`src/rtl/minmax_pkg.sv`:
```
package minmax_pkg;
  // Which extreme a tracker keeps.
  typedef enum logic [0:0] {
    TRACK_MAX = 1'b0,
    TRACK_MIN = 1'b1
  } track_mode_e;

  localparam int unsigned DEF_DATA_W = 16;
endpackage

```
`src/rtl/minmax_pair_sorter.sv`:
```
// Orders one pair with a single signed comparator.
module minmax_pair_sorter #(
  parameter int unsigned DATA_W = minmax_pkg::DEF_DATA_W
) (
  input  logic signed [DATA_W-1:0] x,
  input  logic signed [DATA_W-1:0] y,
  output logic signed [DATA_W-1:0] hi,
  output logic signed [DATA_W-1:0] lo
);
  logic x_gt_y;

  always_comb begin
    x_gt_y = (x > y);
    hi = x_gt_y ? x : y;
    lo = x_gt_y ? y : x;
  end
endmodule

```
`src/rtl/minmax_tracker.sv`:
```
// Keeps one running extreme; the mode picks the comparison direction.
module minmax_tracker
  import minmax_pkg::*;
#(
  parameter int unsigned DATA_W = DEF_DATA_W,
  parameter track_mode_e MODE   = TRACK_MAX
) (
  input  logic                     clk,
  input  logic                     rst_n,
  input  logic                     upd,
  input  logic                     restart,
  input  logic signed [DATA_W-1:0] cand,
  output logic signed [DATA_W-1:0] best
);
  logic better;

  generate
    if (MODE == TRACK_MAX) begin : g_max
      always_comb better = (cand > best);
    end else begin : g_min
      always_comb better = (cand < best);
    end
  endgenerate

  always_ff @(posedge clk) begin
    if (!rst_n) begin
      best <= '0;
    end else if (upd && (restart || better)) begin
      best <= cand;
    end
  end
endmodule

```
`src/rtl/minmax_seq_ctrl.sv`:
```
// Tracks sequence boundaries, the ready flag and the done pulse.
module minmax_seq_ctrl (
  input  logic clk,
  input  logic rst_n,
  input  logic xfer,
  input  logic last,
  output logic ready,
  output logic first,
  output logic done
);
  always_ff @(posedge clk) begin
    if (!rst_n) begin
      ready <= 1'b0;
      first <= 1'b1;
      done  <= 1'b0;
    end else begin
      ready <= 1'b1;
      done  <= xfer && last;
      if (xfer) begin
        first <= last;
      end
    end
  end
endmodule

```
`src/rtl/minmax_pair_top.sv`:
```
module minmax_pair_top
  import minmax_pkg::*;
#(
  parameter int unsigned DATA_W = DEF_DATA_W
) (
  input  logic                     clk,
  input  logic                     rst_n,
  input  logic                     in_valid,
  output logic                     in_ready,
  input  logic signed [DATA_W-1:0] in_a,
  input  logic signed [DATA_W-1:0] in_b,
  input  logic                     in_last,
  input  logic                     in_odd,
  output logic signed [DATA_W-1:0] out_min,
  output logic signed [DATA_W-1:0] out_max,
  output logic                     out_done
);
  logic                     xfer;
  logic                     first;
  logic signed [DATA_W-1:0] b_eff;
  logic signed [DATA_W-1:0] pair_hi;
  logic signed [DATA_W-1:0] pair_lo;

  assign xfer  = in_valid && in_ready;
  // A single trailing element stands in for both members.
  assign b_eff = (in_last && in_odd) ? in_a : in_b;

  minmax_seq_ctrl u_ctrl (
    .clk   (clk),
    .rst_n (rst_n),
    .xfer  (xfer),
    .last  (in_last),
    .ready (in_ready),
    .first (first),
    .done  (out_done)
  );

  minmax_pair_sorter #(.DATA_W(DATA_W)) u_sort (
    .x  (in_a),
    .y  (b_eff),
    .hi (pair_hi),
    .lo (pair_lo)
  );

  minmax_tracker #(.DATA_W(DATA_W), .MODE(TRACK_MAX)) u_max (
    .clk     (clk),
    .rst_n   (rst_n),
    .upd     (xfer),
    .restart (first),
    .cand    (pair_hi),
    .best    (out_max)
  );

  minmax_tracker #(.DATA_W(DATA_W), .MODE(TRACK_MIN)) u_min (
    .clk     (clk),
    .rst_n   (rst_n),
    .upd     (xfer),
    .restart (first),
    .cand    (pair_lo),
    .best    (out_min)
  );
endmodule

```
`config.mk`:
```
export PLATFORM = sky130hd
export DESIGN_NAME = minmax_pair_top
export DESIGN_NICKNAME = d
export VERILOG_FILES = /design/src/rtl/minmax_pkg.sv /design/src/rtl/minmax_pair_sorter.sv /design/src/rtl/minmax_tracker.sv /design/src/rtl/minmax_seq_ctrl.sv /design/src/rtl/minmax_pair_top.sv
export SDC_FILE = /design/constraint.sdc
export NUM_CORES = 1
export LEC_CHECK = 0
export BUFFER_PORTS_ARGS = -buffer_cell sky130_fd_sc_hd__buf_2
export CELL_PAD_IN_SITES_DETAIL_PLACEMENT = 0
export CELL_PAD_IN_SITES_GLOBAL_PLACEMENT = 1
export CORE_AREA = 2 2 97 99
export CTS_BUF_LIST = sky130_fd_sc_hd__clkbuf_2
export DETAILED_ROUTE_END_ITERATION = 10
export DIE_AREA = 0 0 99 101
export PLACE_DENSITY = 0.86
export SETUP_SLACK_MARGIN = 0.1
export SYNTH_ARGS = -nofsm -noshare
export SYNTH_HDL_FRONTEND = slang
export SYNTH_HIERARCHICAL = 1
export SYNTH_SLANG_ARGS = --single-unit
```
`constraint.sdc`:
```
create_clock -name clk -period 7.3 [get_ports clk]
set_clock_uncertainty 0.05 [all_clocks]
set_input_delay 1.095 -clock clk [delete_from_list [all_inputs] [get_ports clk]]
set_output_delay 1.095 -clock clk [all_outputs]
set_load 0.05 [all_outputs]
```
# After elaboration in Yosys (flattened, before gate mapping)

Index checks and enable logic that the tools add are counted.

Add/sub/neg operators: 0
Multipliers: 0
Div/mod/pow operators: 0
Order comparisons: 3
Equal/unequal tests: 0
Shift-type cells: 0
Muxes and demuxes: 4
Bitwise gates (word level): 0
Reduce and logical (&&, ||, !) cells: 7

Operators with widths:

| kind                           | count |
|---|---|
| two-way mux 16 bit             | 3 |
| greater-than comparator 16 bit | 2 |
| < comparator 16 bit            | 1 |
| logical AND 1 bit              | 5 |
| logical OR 1 bit               | 2 |
| two-way mux 1 bit              | 1 |

Bits in registers: 35
Latch bits: 0
Memory bits (writable): 0
ROM bits: 0
Bits of input ports: 37
Output and inout port bits: 34
Memories kept: 0

# Logic depth before layout (Yosys ltp)

Gate-level depths: netlist of run 1.

Depth in word-level cells: 7
Gate-level depth with buffers: 20

# Modules after synthesis

Netlist of run 1, hierarchy kept.

Modules (own cells, without submodules):

| module                 | times used | cells each | area each (um^2) | sequential area each (um^2) |
|---|---|---|---|---|
| minmax_tracker (u_max) | 1          | 130        | 1,087.3          | 320.3 |
| minmax_tracker (u_min) | 1          | 122        | 1,056.0          | 320.3 |
| minmax_pair_sorter     | 1          | 94         | 1,002.2          | 0.0 |
| minmax_pair_top        | 1          | 19         | 241.5            | 0.0 |
| minmax_seq_ctrl        | 1          | 6          | 81.3             | 60.1 |

# Worst setup path before layout of run 1

OpenSTA, ideal clock, no wires.

Path type: input to register
Start: input port in_last
End: register u_min.best[0]
Library setup time: 72 ps
Arrival: 5,468 ps
Required time: 7,178 ps
Path slack: 1,711 ps
Cell stages on the path: 20
Cell sequence: nand2_2 > buf_6 > mux2_4 > inv_1 > ha_1 > nand2_1 > or3_4 > a2111oi_4 > o21ai_2 > a21oi_4 > buf_12 > mux2_4 > ha_1 > and3_1 > a221oi_1 > nor2_1 > nor3_2 > mux2i_2 > buf_6 > mux2i_1

Word-level cells in the longest chain between the ends: 7

RTL lines:

| what                           | RTL line                 | RTL |
|---|---|---|
| start: declaration             | minmax_pair_top.sv:12    | `input logic in_last,` |
| logical AND 1 bit              | minmax_pair_top.sv:26    | `assign b_eff = (in_last && in_odd) ? in_a : in_b;` |
| two-way mux 16 bit             | minmax_pair_top.sv:26    |  |
| named net b_eff[7]             | minmax_pair_top.sv:20    | `logic signed [DATA_W-1:0] b_eff;` |
| greater-than comparator 16 bit | minmax_pair_sorter.sv:13 | `x_gt_y = (x > y);` |
| two-way mux 16 bit             | minmax_pair_sorter.sv:15 | `lo = x_gt_y ? y : x;` |
| named net pair_lo[6]           | minmax_pair_top.sv:22    | `logic signed [DATA_W-1:0] pair_lo;` |
| < comparator 16 bit            | minmax_tracker.sv:21     | `always_comb better = (cand < best);` |
| logical OR 1 bit               | minmax_tracker.sv:28     | `end else if (upd && (restart \|\| better)) begin` |
| logical AND 1 bit              | minmax_tracker.sv:28     |  |
| end signal: assignment         | minmax_tracker.sv:29     | `best <= cand;` |
| end: declaration               | minmax_tracker.sv:13     | `output logic signed [DATA_W-1:0] best` |

The timed path passes the listed nets, and every way through them passes these cells.
A chain may end at the register's enable or synchronous reset.

# Worst setup path in the final report of run 1

Start: input port in_last
End: register u_max.best[7]

Word-level cells in the longest chain between the ends: 7

RTL lines:

| what                             | RTL line                 | RTL |
|---|---|---|
| logical AND 1 bit *              | minmax_pair_top.sv:26    |  |
| two-way mux 16 bit *             | minmax_pair_top.sv:26    |  |
| named net b_eff[9]               | minmax_pair_top.sv:20    |  |
| greater-than comparator 16 bit * | minmax_pair_sorter.sv:13 |  |
| two-way mux 16 bit *             | minmax_pair_sorter.sv:14 | `hi = x_gt_y ? x : y;` |
| named net pair_hi[7]             | minmax_pair_top.sv:21    | `logic signed [DATA_W-1:0] pair_hi;` |
| greater-than comparator 16 bit   | minmax_tracker.sv:19     | `always_comb better = (cand > best);` |
| logical OR 1 bit                 | minmax_tracker.sv:28     |  |
| logical AND 1 bit                | minmax_tracker.sv:28     |  |
| end signal: assignment           | minmax_tracker.sv:29     |  |
| end: declaration                 | minmax_tracker.sv:13     |  |

The timed path passes the listed nets; every way through them passes the cells marked *.

==> flow_summary.html, run 1 <==
<table>
<tr><th>Metric</th><th>Value</th></tr>
<tr><th colspan="2">Timing</th></tr>
<tr><td>Final count of negative-setup-slack endpoints</td><td>0</td></tr>
<tr><td>Least setup slack across all paths after layout</td><td>1.18 ns</td></tr>
<tr><td>RSZ-0062 raised after global routing</td><td>false</td></tr>
<tr><td>Final worst-path cycle share</td><td>83.9%</td></tr>
<tr><td>Final Critical Period</td><td>6.12 ns</td></tr>
<tr><td>Timing-limited maximum frequency</td><td>0.163 GHz</td></tr>
<tr><td>Final Hold Fails</td><td>0</td></tr>
<tr><td>Worst slew pin tran</td><td>1.12 ns</td></tr>
<tr><td>Final slew viol count</td><td>0</td></tr>
<tr><td>Relative max-transition margin</td><td>25.4%</td></tr>
<tr><td>Worst Hold Margin</td><td>0.435 ns</td></tr>
<tr><td>Setup TNS</td><td>0 ns</td></tr>
<tr><th colspan="2">Floorplanning</th></tr>
<tr><td>Placement Rows</td><td>35</td></tr>
<tr><td>Chip width</td><td>99 um</td></tr>
<tr><td>Std-Cell Core Area</td><td>0.00898 mm2</td></tr>
<tr><td>Ports placed on the boundary</td><td>71</td></tr>
<tr><td>Area enclosed by the die boundary</td><td>0.0100 mm2</td></tr>
<tr><td>Effective utilization at floorplan</td><td>38.6%</td></tr>
<tr><td>Die Y-Extent</td><td>101 um</td></tr>
<tr><th colspan="2">Worst setup path</th></tr>
<tr><td>Crit. path cell count</td><td>19</td></tr>
<tr><td>Reg2Reg Capture Point</td><td>u_max/best[7]</td></tr>
<tr><td>Cell with the largest stage delay on the worst path</td><td>sky130_fd_sc_hd__mux2i_4</td></tr>
<tr><td>CP Class</td><td>input pin to register</td></tr>
<tr><td>Worst reg-to-reg path cell count</td><td>8</td></tr>
<tr><td>Kind of cell with the highest combined delay on the critical path</td><td>multiplexers</td></tr>
<tr><td>Worst endpoint required time</td><td>7.55 ns</td></tr>
<tr><td>Capturing element type of the critical path</td><td>register</td></tr>
<tr><td>Highest cell delay on the worst timing path</td><td>0.70 ns</td></tr>
<tr><td>Worst-path cell chain</td><td>buf_2, nand2_2, mux2_4, inv_1, ha_1, nand2_1, or3_4, a2111oi_4, o21ai_2, a21oi_4, buf_4, mux2_4, ha_1, nand4_2, nor4_2, o21ai_1, nand3_1, mux2i_4, mux2i_1</td></tr>
<tr><td>Flop-to-flop setup slack</td><td>4.67 ns</td></tr>
<tr><td>Startpoint of the most critical setup path</td><td>in_last</td></tr>
<tr><td>CP Buf/Inv Count</td><td>3</td></tr>
<tr><td>Worst path arrival time</td><td>6.37 ns</td></tr>
<tr><td>Type of element launching the critical path</td><td>input pin</td></tr>
<tr><td>Critical R2R Launch</td><td>u_max/best[15]</td></tr>
<tr><td>Crit Path Max Fanout</td><td>20</td></tr>
<tr><th colspan="2">Global route</th></tr>
<tr><td>Overall fraction of global-route tracks in use</td><td>15.7%</td></tr>
<tr><td>Maximum number of pins on one net before global-route repair</td><td>68</td></tr>
<tr><td>Number of global-route vias before repair</td><td>2706</td></tr>
<tr><td>Global-route wire length before repair</td><td>12.7 mm</td></tr>
<tr><td>Congestion Overflow GR</td><td>0</td></tr>
<tr><td>Initial antenna violation count</td><td>0</td></tr>
<tr><th colspan="2">Yosys</th></tr>
<tr><td>Largest cells by area after synthesis</td><td>sky130_fd_sc_hd__dfxtp_1 20%, sky130_fd_sc_hd__mux2_4 17%, sky130_fd_sc_hd__ha_1 17%, sky130_fd_sc_hd__mux2i_1 9.5%, sky130_fd_sc_hd__nand2_1 8.2%</td></tr>
<tr><td>Post-synthesis share of cell area spent on full adders, half adders and majority gates</td><td>17.0%</td></tr>
<tr><td>Fraction of the mapped netlist area in compound gates</td><td>8.41%</td></tr>
<tr><td>Proportion of synthesized area in mux cells</td><td>30.5%</td></tr>
<tr><td>Area share of and/or/nand/nor cells after synthesis</td><td>15.2%</td></tr>
<tr><td>Dominant combinational cell family by area after synthesis</td><td>multiplexers</td></tr>
<tr><td>Synthesized instance count</td><td>371</td></tr>
<tr><td>Nets in the synthesized netlist</td><td>455</td></tr>
<tr><td>Yosys warns</td><td>6</td></tr>
<tr><td>Count of cell types in the netlist</td><td>46</td></tr>
<tr><td>Syn Std Cell Area</td><td>0.00347 mm2</td></tr>
<tr><td>Most area-hungry cell type in the Yosys netlist</td><td>sky130_fd_sc_hd__dfxtp_1</td></tr>
<tr><td>Number of storage elements in the synthesis netlist</td><td>35</td></tr>
<tr><td>Xor-xnor portion of the synthesized cell area</td><td>0%</td></tr>
<tr><td>Share of the synthesized area in the top cell type</td><td>20.2%</td></tr>
<tr><td>Syn Area/Cell</td><td>9.35 um2</td></tr>
<tr><td>Register area share after synthesis</td><td>20.2%</td></tr>
<tr><th colspan="2">Placement</th></tr>
<tr><td>Placed standard-cell area</td><td>0.00385 mm2</td></tr>
<tr><td>Setup slack after placement</td><td>0.776 ns</td></tr>
<tr><td>Half-perimeter wire length after placement</td><td>6.29 mm</td></tr>
<tr><td>Quantity of I/O buffers inserted on ports</td><td>70</td></tr>
<tr><td>Gpl congestion</td><td>0.845</td></tr>
<tr><th colspan="2">Power</th></tr>
<tr><td>Total power</td><td>0.799 mW</td></tr>
<tr><td>Peak supply drop</td><td>0.0000669 V</td></tr>
<tr><td>Leakage</td><td>1.97 nW</td></tr>
<tr><td>Power density over the cells</td><td>205 mW/mm2</td></tr>
<tr><th colspan="2">Clock network</th></tr>
<tr><td>Clk Latency, worst-skew pair</td><td>0.37 ns</td></tr>
<tr><td>Number of setup buffers added after CTS</td><td>0</td></tr>
<tr><td>Clock transition at path regs</td><td>0.20 ns</td></tr>
<tr><td>Number of sinks driven by the clock tree</td><td>35</td></tr>
<tr><td>Clock tree buffer depth</td><td>2</td></tr>
<tr><td>Clock tree root driver cell</td><td>sky130_fd_sc_hd__clkbuf_2</td></tr>
<tr><td>Number of buffers created by CTS</td><td>5</td></tr>
<tr><td>Post-cts hold buffer count</td><td>0</td></tr>
<tr><td>Post-cts repair resize count</td><td>0</td></tr>
<tr><td>CTS tree</td><td>done</td></tr>
<tr><td>CTS HTree Levels</td><td>2</td></tr>
<tr><th colspan="2">Hold path</th></tr>
<tr><td>Launch point of the worst hold path</td><td>u_min/best[12]</td></tr>
<tr><td>Terminating pin of the worst hold path</td><td>u_min/best[12]</td></tr>
<tr><td>Hold WC Path Type</td><td>register to register</td></tr>
<tr><td>Worst hold path depth</td><td>2</td></tr>
<tr><th colspan="2">Routing</th></tr>
<tr><td>Overall via count from detail_route</td><td>2766</td></tr>
<tr><td>Initial detailed-routing violation count</td><td>60</td></tr>
<tr><td>Antenna-violating nets left</td><td>0</td></tr>
<tr><td>Via-to-Cell Ratio</td><td>5.03</td></tr>
<tr><td>Total wire length</td><td>7.79 mm</td></tr>
<tr><td>Average detailed-routed wire length per instance</td><td>14.2 um</td></tr>
<tr><td>First-pass iteration count of the detailed router</td><td>6</td></tr>
<tr><td>DR DRC count</td><td>0</td></tr>
<tr><th colspan="2">Finish</th></tr>
<tr><td>Fraction of layout cells with a size suffix above 1</td><td>32.6%</td></tr>
<tr><td>Final #Nets</td><td>522</td></tr>
<tr><td>Fillers</td><td>887</td></tr>
<tr><td>Area growth from synthesis to final layout</td><td>12.1%</td></tr>
<tr><td>Final Instance Area</td><td>0.00389 mm2</td></tr>
<tr><td>Diode count</td><td>0</td></tr>
<tr><th colspan="2">Outcome</th></tr>
<tr><td>Status</td><td>finished, final reports clean</td></tr>
<tr><th colspan="2">Job</th></tr>
<tr><td>Number of violations of the max-capacitance limit</td><td>0</td></tr>
</table>
## worst register-to-register path, delay by kind of cell (launching register included)
kind,cells,cell delay (ns)
mux,2,0.97
simple gates,3,0.68
fa+ha+maj,1,0.31
buf+inv,1,0.05
compound gates,1,0.11
flops,1,0.40
## routing by layer
layer | global-route usage, % | part of all wire, %
met1 | 20.3 | 47
met2 | 27.3 | 49
met3 | 2.36 | 3.4
met4 | 4.53 | 1.3
met5 | 0 | 0
## sequential cells by signal, summed over array words and instances (netlist names)
name / cells
u_ctrl/done: 1
u_min/best: 16
u_ctrl/ready: 1
u_ctrl/first: 1
u_max/best: 16
## layout make-up
type / instances / area (um2) / area share (%)
clock inverters: 1 / 5.00 / 0.129
inverters: 48 / 180 / 4.63
clock buffers: 7 / 35.0 / 0.901
flip-flops and latches: 35 / 701 / 18.0
repair buffers: 72 / 365 / 9.40
multi-input cells: 276 / 2460 / 63.3
well taps: 111 / 139 / 3.57
## layout by cell type (no fill, tap or decap), types with 2 or more instances in the layout
cell / count
sky130_fd_sc_hd__mux2_4: 40
sky130_fd_sc_hd__inv_1: 48
sky130_fd_sc_hd__nand4_2: 3
sky130_fd_sc_hd__nand2_1: 76
sky130_fd_sc_hd__mux2i_1: 33
sky130_fd_sc_hd__a2111oi_4: 2
sky130_fd_sc_hd__clkbuf_2: 7
sky130_fd_sc_hd__nor3_1: 3
sky130_fd_sc_hd__ha_1: 47
sky130_fd_sc_hd__and4_1: 2
sky130_fd_sc_hd__buf_4: 2
sky130_fd_sc_hd__nor2b_1: 3
sky130_fd_sc_hd__o21ai_1: 3
sky130_fd_sc_hd__buf_2: 70
sky130_fd_sc_hd__mux2_2: 6
sky130_fd_sc_hd__mux2_1: 2
sky130_fd_sc_hd__nand3_1: 2
sky130_fd_sc_hd__dfxtp_1: 35
sky130_fd_sc_hd__nor4_2: 2
sky130_fd_sc_hd__a21oi_1: 13
sky130_fd_sc_hd__nor2_1: 4
sky130_fd_sc_hd__o21ai_0: 5
sky130_fd_sc_hd__a21o_1: 4
sky130_fd_sc_hd__and3_1: 2
sky130_fd_sc_hd__o211ai_1: 2
sky130_fd_sc_hd__nand4_1: 2
## synth_stat cells (all sizes together)
cell / count
nor3: 4
a21o: 4
o211ai: 2
inv: 48
ha: 47
o21ai: 9
o221ai: 1
a221oi: 1
nand4: 5
a211oi: 2
o21bai: 1
mux2i: 35
clkbuf: 6
a2111oi: 2
buf: 6
dfxtp: 35
or3: 1
nor2: 4
nand2b: 2
a21oi: 14
nand3: 2
and2: 1
and3: 3
nand2: 77
a311oi: 1
nor2b: 3
mux2: 48
nand3b: 1
o21a: 1
and4: 2
nor4: 2
or2b: 1
## logic make-up (layout without fill, tap and decap cells)
logic type	Yosys count	in the layout
compound gates	38	38
mux	83	83
simple gates	108	108
flops	35	35
fa+ha+maj	47	47
buf+inv	60	128
## power by group
| group | switching [mW] | internal (mW) | total (mW) |
|---|---|---|---|
| Sequential | 0.0208 | 0.219 | 0.239 |
| Clock | 0.0661 | 0.0262 | 0.0923 |
| Combinational | 0.279 | 0.188 | 0.467 |
| Total | 0.366 | 0.433 | 0.799 |
## worst max path at each step
stage	endpoint	slack [ns]
after floorplan	u_min/best[0]	1.71
after global routing	u_max/best[13]	0.81
after CTS	u_max/best[11]	1.16
after global placement	u_max/best[13]	0.93
after detailed placement	u_max/best[11]	0.78
final	u_max/best[7]	1.18
## metrics by stage
stage          cells  util (%)
2_1_floorplan    371         -
3_3_place_gp     542      42.9
3_5_place_dp     542      42.9
4_1_cts          550      43.3
5_1_grt          550      43.3
6_report         550      43.3
Power figures use the tool's default switching activity.
==> run 2: changes to the inputs <==
clock period = 5.7 ns   (was 7.3 ns; I/O delays follow)
==> flow_summary.html, run 2 (synthesis gave the netlist of run 1 again) <==
<table>
<tr><th>Metric</th><th>Value</th></tr>
<tr><th colspan="2">Worst setup path</th></tr>
<tr><td>Worst reg-to-reg path cell count</td><td>9 (+1)</td></tr>
<tr><td>Worst path arrival time</td><td>5.40 ns (-0.97 ns)</td></tr>
<tr><td>Kind of cell with the highest combined delay on the critical path</td><td>simple AND/OR/NAND/NOR gates</td></tr>
<tr><td>Flop-to-flop setup slack</td><td>3.38 ns (-1.29 ns)</td></tr>
<tr><td>Crit. path cell count</td><td>20 (+1)</td></tr>
<tr><td>Crit Path Max Fanout</td><td>16 (-20%)</td></tr>
<tr><td>End point of the critical path</td><td>u_min/best[5]</td></tr>
<tr><td>CP Buf/Inv Count</td><td>4 (+1)</td></tr>
<tr><td>Critical R2R Launch</td><td>u_min/best[7]</td></tr>
<tr><td>Capturing element type of the critical path</td><td>register</td></tr>
<tr><td>Highest cell delay on the worst timing path</td><td>0.41 ns (-0.29 ns)</td></tr>
<tr><td>CP Class</td><td>input pin to register</td></tr>
<tr><td>Worst-path cell chain</td><td>buf_2, nand2_4, mux2_4, inv_1, ha_1, nand2_1, or3_4, a2111oi_4, o21ai_2, a21oi_4, buf_4, mux2_4, ha_1, and3_1, a221oi_1, nor2_1, nor3_2, mux2i_2, buf_4, mux2i_1</td></tr>
<tr><td>Startpoint of the most critical setup path</td><td>in_last</td></tr>
<tr><td>Reg2Reg Capture Point</td><td>u_min/best[5]</td></tr>
<tr><td>Cell with the largest stage delay on the worst path</td><td>sky130_fd_sc_hd__or3_4</td></tr>
<tr><td>Worst endpoint required time</td><td>5.96 ns (-1.59 ns)</td></tr>
<tr><td>Type of element launching the critical path</td><td>input pin</td></tr>
<tr><th colspan="2">Timing</th></tr>
<tr><td>Worst slew pin tran</td><td>1.09 ns (-0.0328 ns)</td></tr>
<tr><td>Relative max-transition margin</td><td>27.6% (+2.2 points)</td></tr>
<tr><td>RSZ-0062 raised after global routing</td><td>false</td></tr>
<tr><td>Final Critical Period</td><td>5.14 ns</td></tr>
<tr><td>Final worst-path cycle share</td><td>90.2%</td></tr>
<tr><td>Final Hold Fails</td><td>0 (unchanged)</td></tr>
<tr><td>Final count of negative-setup-slack endpoints</td><td>0 (unchanged)</td></tr>
<tr><td>Final slew viol count</td><td>0 (unchanged)</td></tr>
<tr><td>Timing-limited maximum frequency</td><td>0.194 GHz</td></tr>
<tr><th colspan="2">Floorplanning</th></tr>
<tr><td>Effective utilization at floorplan</td><td>38.6% (unchanged)</td></tr>
<tr><td>Area enclosed by the die boundary</td><td>0.0100 mm2 (unchanged)</td></tr>
<tr><td>Placement Rows</td><td>35 (unchanged)</td></tr>
<tr><td>Ports placed on the boundary</td><td>71 (unchanged)</td></tr>
<tr><td>Std-Cell Core Area</td><td>0.00898 mm2 (unchanged)</td></tr>
<tr><td>Chip width</td><td>99 um (unchanged)</td></tr>
<tr><td>Die Y-Extent</td><td>101 um (unchanged)</td></tr>
<tr><th colspan="2">Placement</th></tr>
<tr><td>Half-perimeter wire length after placement</td><td>6.07 mm (-3.5%)</td></tr>
<tr><td>Quantity of I/O buffers inserted on ports</td><td>70 (unchanged)</td></tr>
<tr><td>Gpl congestion</td><td>0.859 (+1.6%)</td></tr>
<tr><td>Placed standard-cell area</td><td>0.00390 mm2 (+1.4%)</td></tr>
<tr><th colspan="2">Routing</th></tr>
<tr><td>Via-to-Cell Ratio</td><td>4.93 (-2.1%)</td></tr>
<tr><td>Overall via count from detail_route</td><td>2719 (-1.7%)</td></tr>
<tr><td>Initial detailed-routing violation count</td><td>87 (+45%)</td></tr>
<tr><td>Antenna-violating nets left</td><td>0 (unchanged)</td></tr>
<tr><td>Total wire length</td><td>7.47 mm (-4.1%)</td></tr>
<tr><td>First-pass iteration count of the detailed router</td><td>4 (-2)</td></tr>
<tr><td>DR DRC count</td><td>0 (unchanged)</td></tr>
<tr><td>Average detailed-routed wire length per instance</td><td>13.5 um (-4.5%)</td></tr>
<tr><th colspan="2">Power</th></tr>
<tr><td>Leakage</td><td>1.99 nW (+1.3%)</td></tr>
<tr><td>Peak supply drop</td><td>0.0000996 V (+49%)</td></tr>
<tr><td>Power density over the cells</td><td>260 mW/mm2 (+26%)</td></tr>
<tr><th colspan="2">Global route</th></tr>
<tr><td>Global-route wire length before repair</td><td>12.2 mm (-3.8%)</td></tr>
<tr><td>Number of global-route vias before repair</td><td>2672 (-1.3%)</td></tr>
<tr><td>Overall fraction of global-route tracks in use</td><td>15.2% (-0.58 points)</td></tr>
<tr><td>Initial antenna violation count</td><td>0 (unchanged)</td></tr>
<tr><td>Maximum number of pins on one net before global-route repair</td><td>68 (unchanged)</td></tr>
<tr><td>Congestion Overflow GR</td><td>0 (unchanged)</td></tr>
<tr><th colspan="2">Clock network</th></tr>
<tr><td>Post-cts hold buffer count</td><td>0 (unchanged)</td></tr>
<tr><td>Clock tree root driver cell</td><td>sky130_fd_sc_hd__clkbuf_2</td></tr>
<tr><td>Number of sinks driven by the clock tree</td><td>35 (unchanged)</td></tr>
<tr><td>Clock tree buffer depth</td><td>2 (unchanged)</td></tr>
<tr><td>Clk Latency, worst-skew pair</td><td>0.36 ns (about the same)</td></tr>
<tr><td>Clock transition at path regs</td><td>0.17 ns (-0.03 ns)</td></tr>
<tr><td>CTS tree</td><td>done</td></tr>
<tr><td>Number of buffers created by CTS</td><td>5 (unchanged)</td></tr>
<tr><td>CTS HTree Levels</td><td>2 (unchanged)</td></tr>
<tr><th colspan="2">Finish</th></tr>
<tr><td>Diode count</td><td>0 (unchanged)</td></tr>
<tr><td>Highest-count cells in the layout ignoring fill and taps</td><td>76 x sky130_fd_sc_hd__nand2_1, 70 x sky130_fd_sc_hd__buf_2, 48 x sky130_fd_sc_hd__inv_1, 47 x sky130_fd_sc_hd__ha_1, 40 x sky130_fd_sc_hd__mux2_4</td></tr>
<tr><td>Largest registers</td><td>u_max/best: 16 flops, u_min/best: 16 flops</td></tr>
<tr><td>Fraction of layout cells with a size suffix above 1</td><td>32.9% (+0.31 points)</td></tr>
<tr><td>Final #Nets</td><td>526 (+0.77%)</td></tr>
<tr><td>Post-layout utilization of the core</td><td>43.9% (+0.56 points)</td></tr>
<tr><td>Area growth from synthesis to final layout</td><td>13.5%</td></tr>
<tr><td>Final Instance Area</td><td>0.00394 mm2 (+1.3%)</td></tr>
<tr><td>Fillers</td><td>920 (+3.7%)</td></tr>
<tr><td>Most common library cell in the layout ignoring fill and taps</td><td>sky130_fd_sc_hd__nand2_1</td></tr>
<tr><th colspan="2">Hold path</th></tr>
<tr><td>Launch point of the worst hold path</td><td>u_max/best[6]</td></tr>
<tr><td>Hold WC Path Type</td><td>register to register</td></tr>
<tr><th colspan="2">Job</th></tr>
<tr><td>Number of violations of the max-capacitance limit</td><td>0 (unchanged)</td></tr>
<tr><th colspan="2">Outcome</th></tr>
<tr><td>Status</td><td>finished, final reports clean</td></tr>
</table>
## run 2: cell count changes in the layout (fill, tap and decap cells not counted), sizes merged
cell and change:
buf +4, clkinv -1, clkbuf -1
## run 2: metrics by stage
stage | worst slack, ns | setup TNS [ns] | std cells | hold slack (ns) | power (mW)
final | 0.558 | 0 | 552 | 0.433 | 1.02
after global routing | 0.235 | 0 | 552 | 0.446 | 1.11
after CTS | 0.395 | 0 | 552 | 0.437 | 1.04
after detailed placement | -0.00746 | -0.00786 | 546 | 0.414 | 0.925
after global placement | 0.143 | 0 | 546 | 0.409 | 0.913
after floorplan | 0.351 | 0 | 371 | 0.424 | 0.807
## run 2: per-layer routing
| metal | wire length (um) | up-vias | track usage, % |
|---|---|---|---|
| met5 | 0 | - | 0 |
| li1 | - | 1419 | - |
| met2 | 3650 | 55 | 26.5 |
| met4 | 66 | 0 | 4.11 |
| met3 | 316 | 4 | 2.50 |
| met1 | 3430 | 1241 | 19.3 |
## run 2: power by group
part / switching (mW) / internal [mW] / leakage (nW)
Clock: 0.0800 / 0.0278 / 0.0249
Combinational: 0.357 / 0.253 / 1.68
Sequential: 0.0256 / 0.280 / 0.287
Total: 0.463 / 0.560 / 1.99
## run 2: worst min-delay path by stage
stage                                 to  slack [ns]  cells after the start
after floorplan             u_ctrl/first        0.42                      2
after CTS                  u_min/best[6]        0.44                      2
after global routing       u_min/best[6]        0.45                      2
after global placement    u_min/best[10]        0.41                      2
after detailed placement   u_min/best[6]        0.41                      2
final                      u_max/best[6]        0.43                      2
## run 2: layout make-up
class	count	area, um2	share of cell area (%)
multi-input cells	276	2470	62.7
flip-flops and latches	35	701	17.8
repair buffers	76	420	10.7
inverters	48	180	4.58
well taps	111	139	3.53
clock buffers	6	30.0	0.763
## run 2: tightest hold or removal path: stages (launching register included)
cell and delay (ns):
sky130_fd_sc_hd__dfxtp_1 0.35, sky130_fd_sc_hd__nand2_1 0.05, sky130_fd_sc_hd__mux2i_1 0.05
## run 2: what timing repair did
action                     in CTS  in global routing
setup endpoints to repair       0                 10
gates resized for setup         0                  1
buffers inserted                0                  0
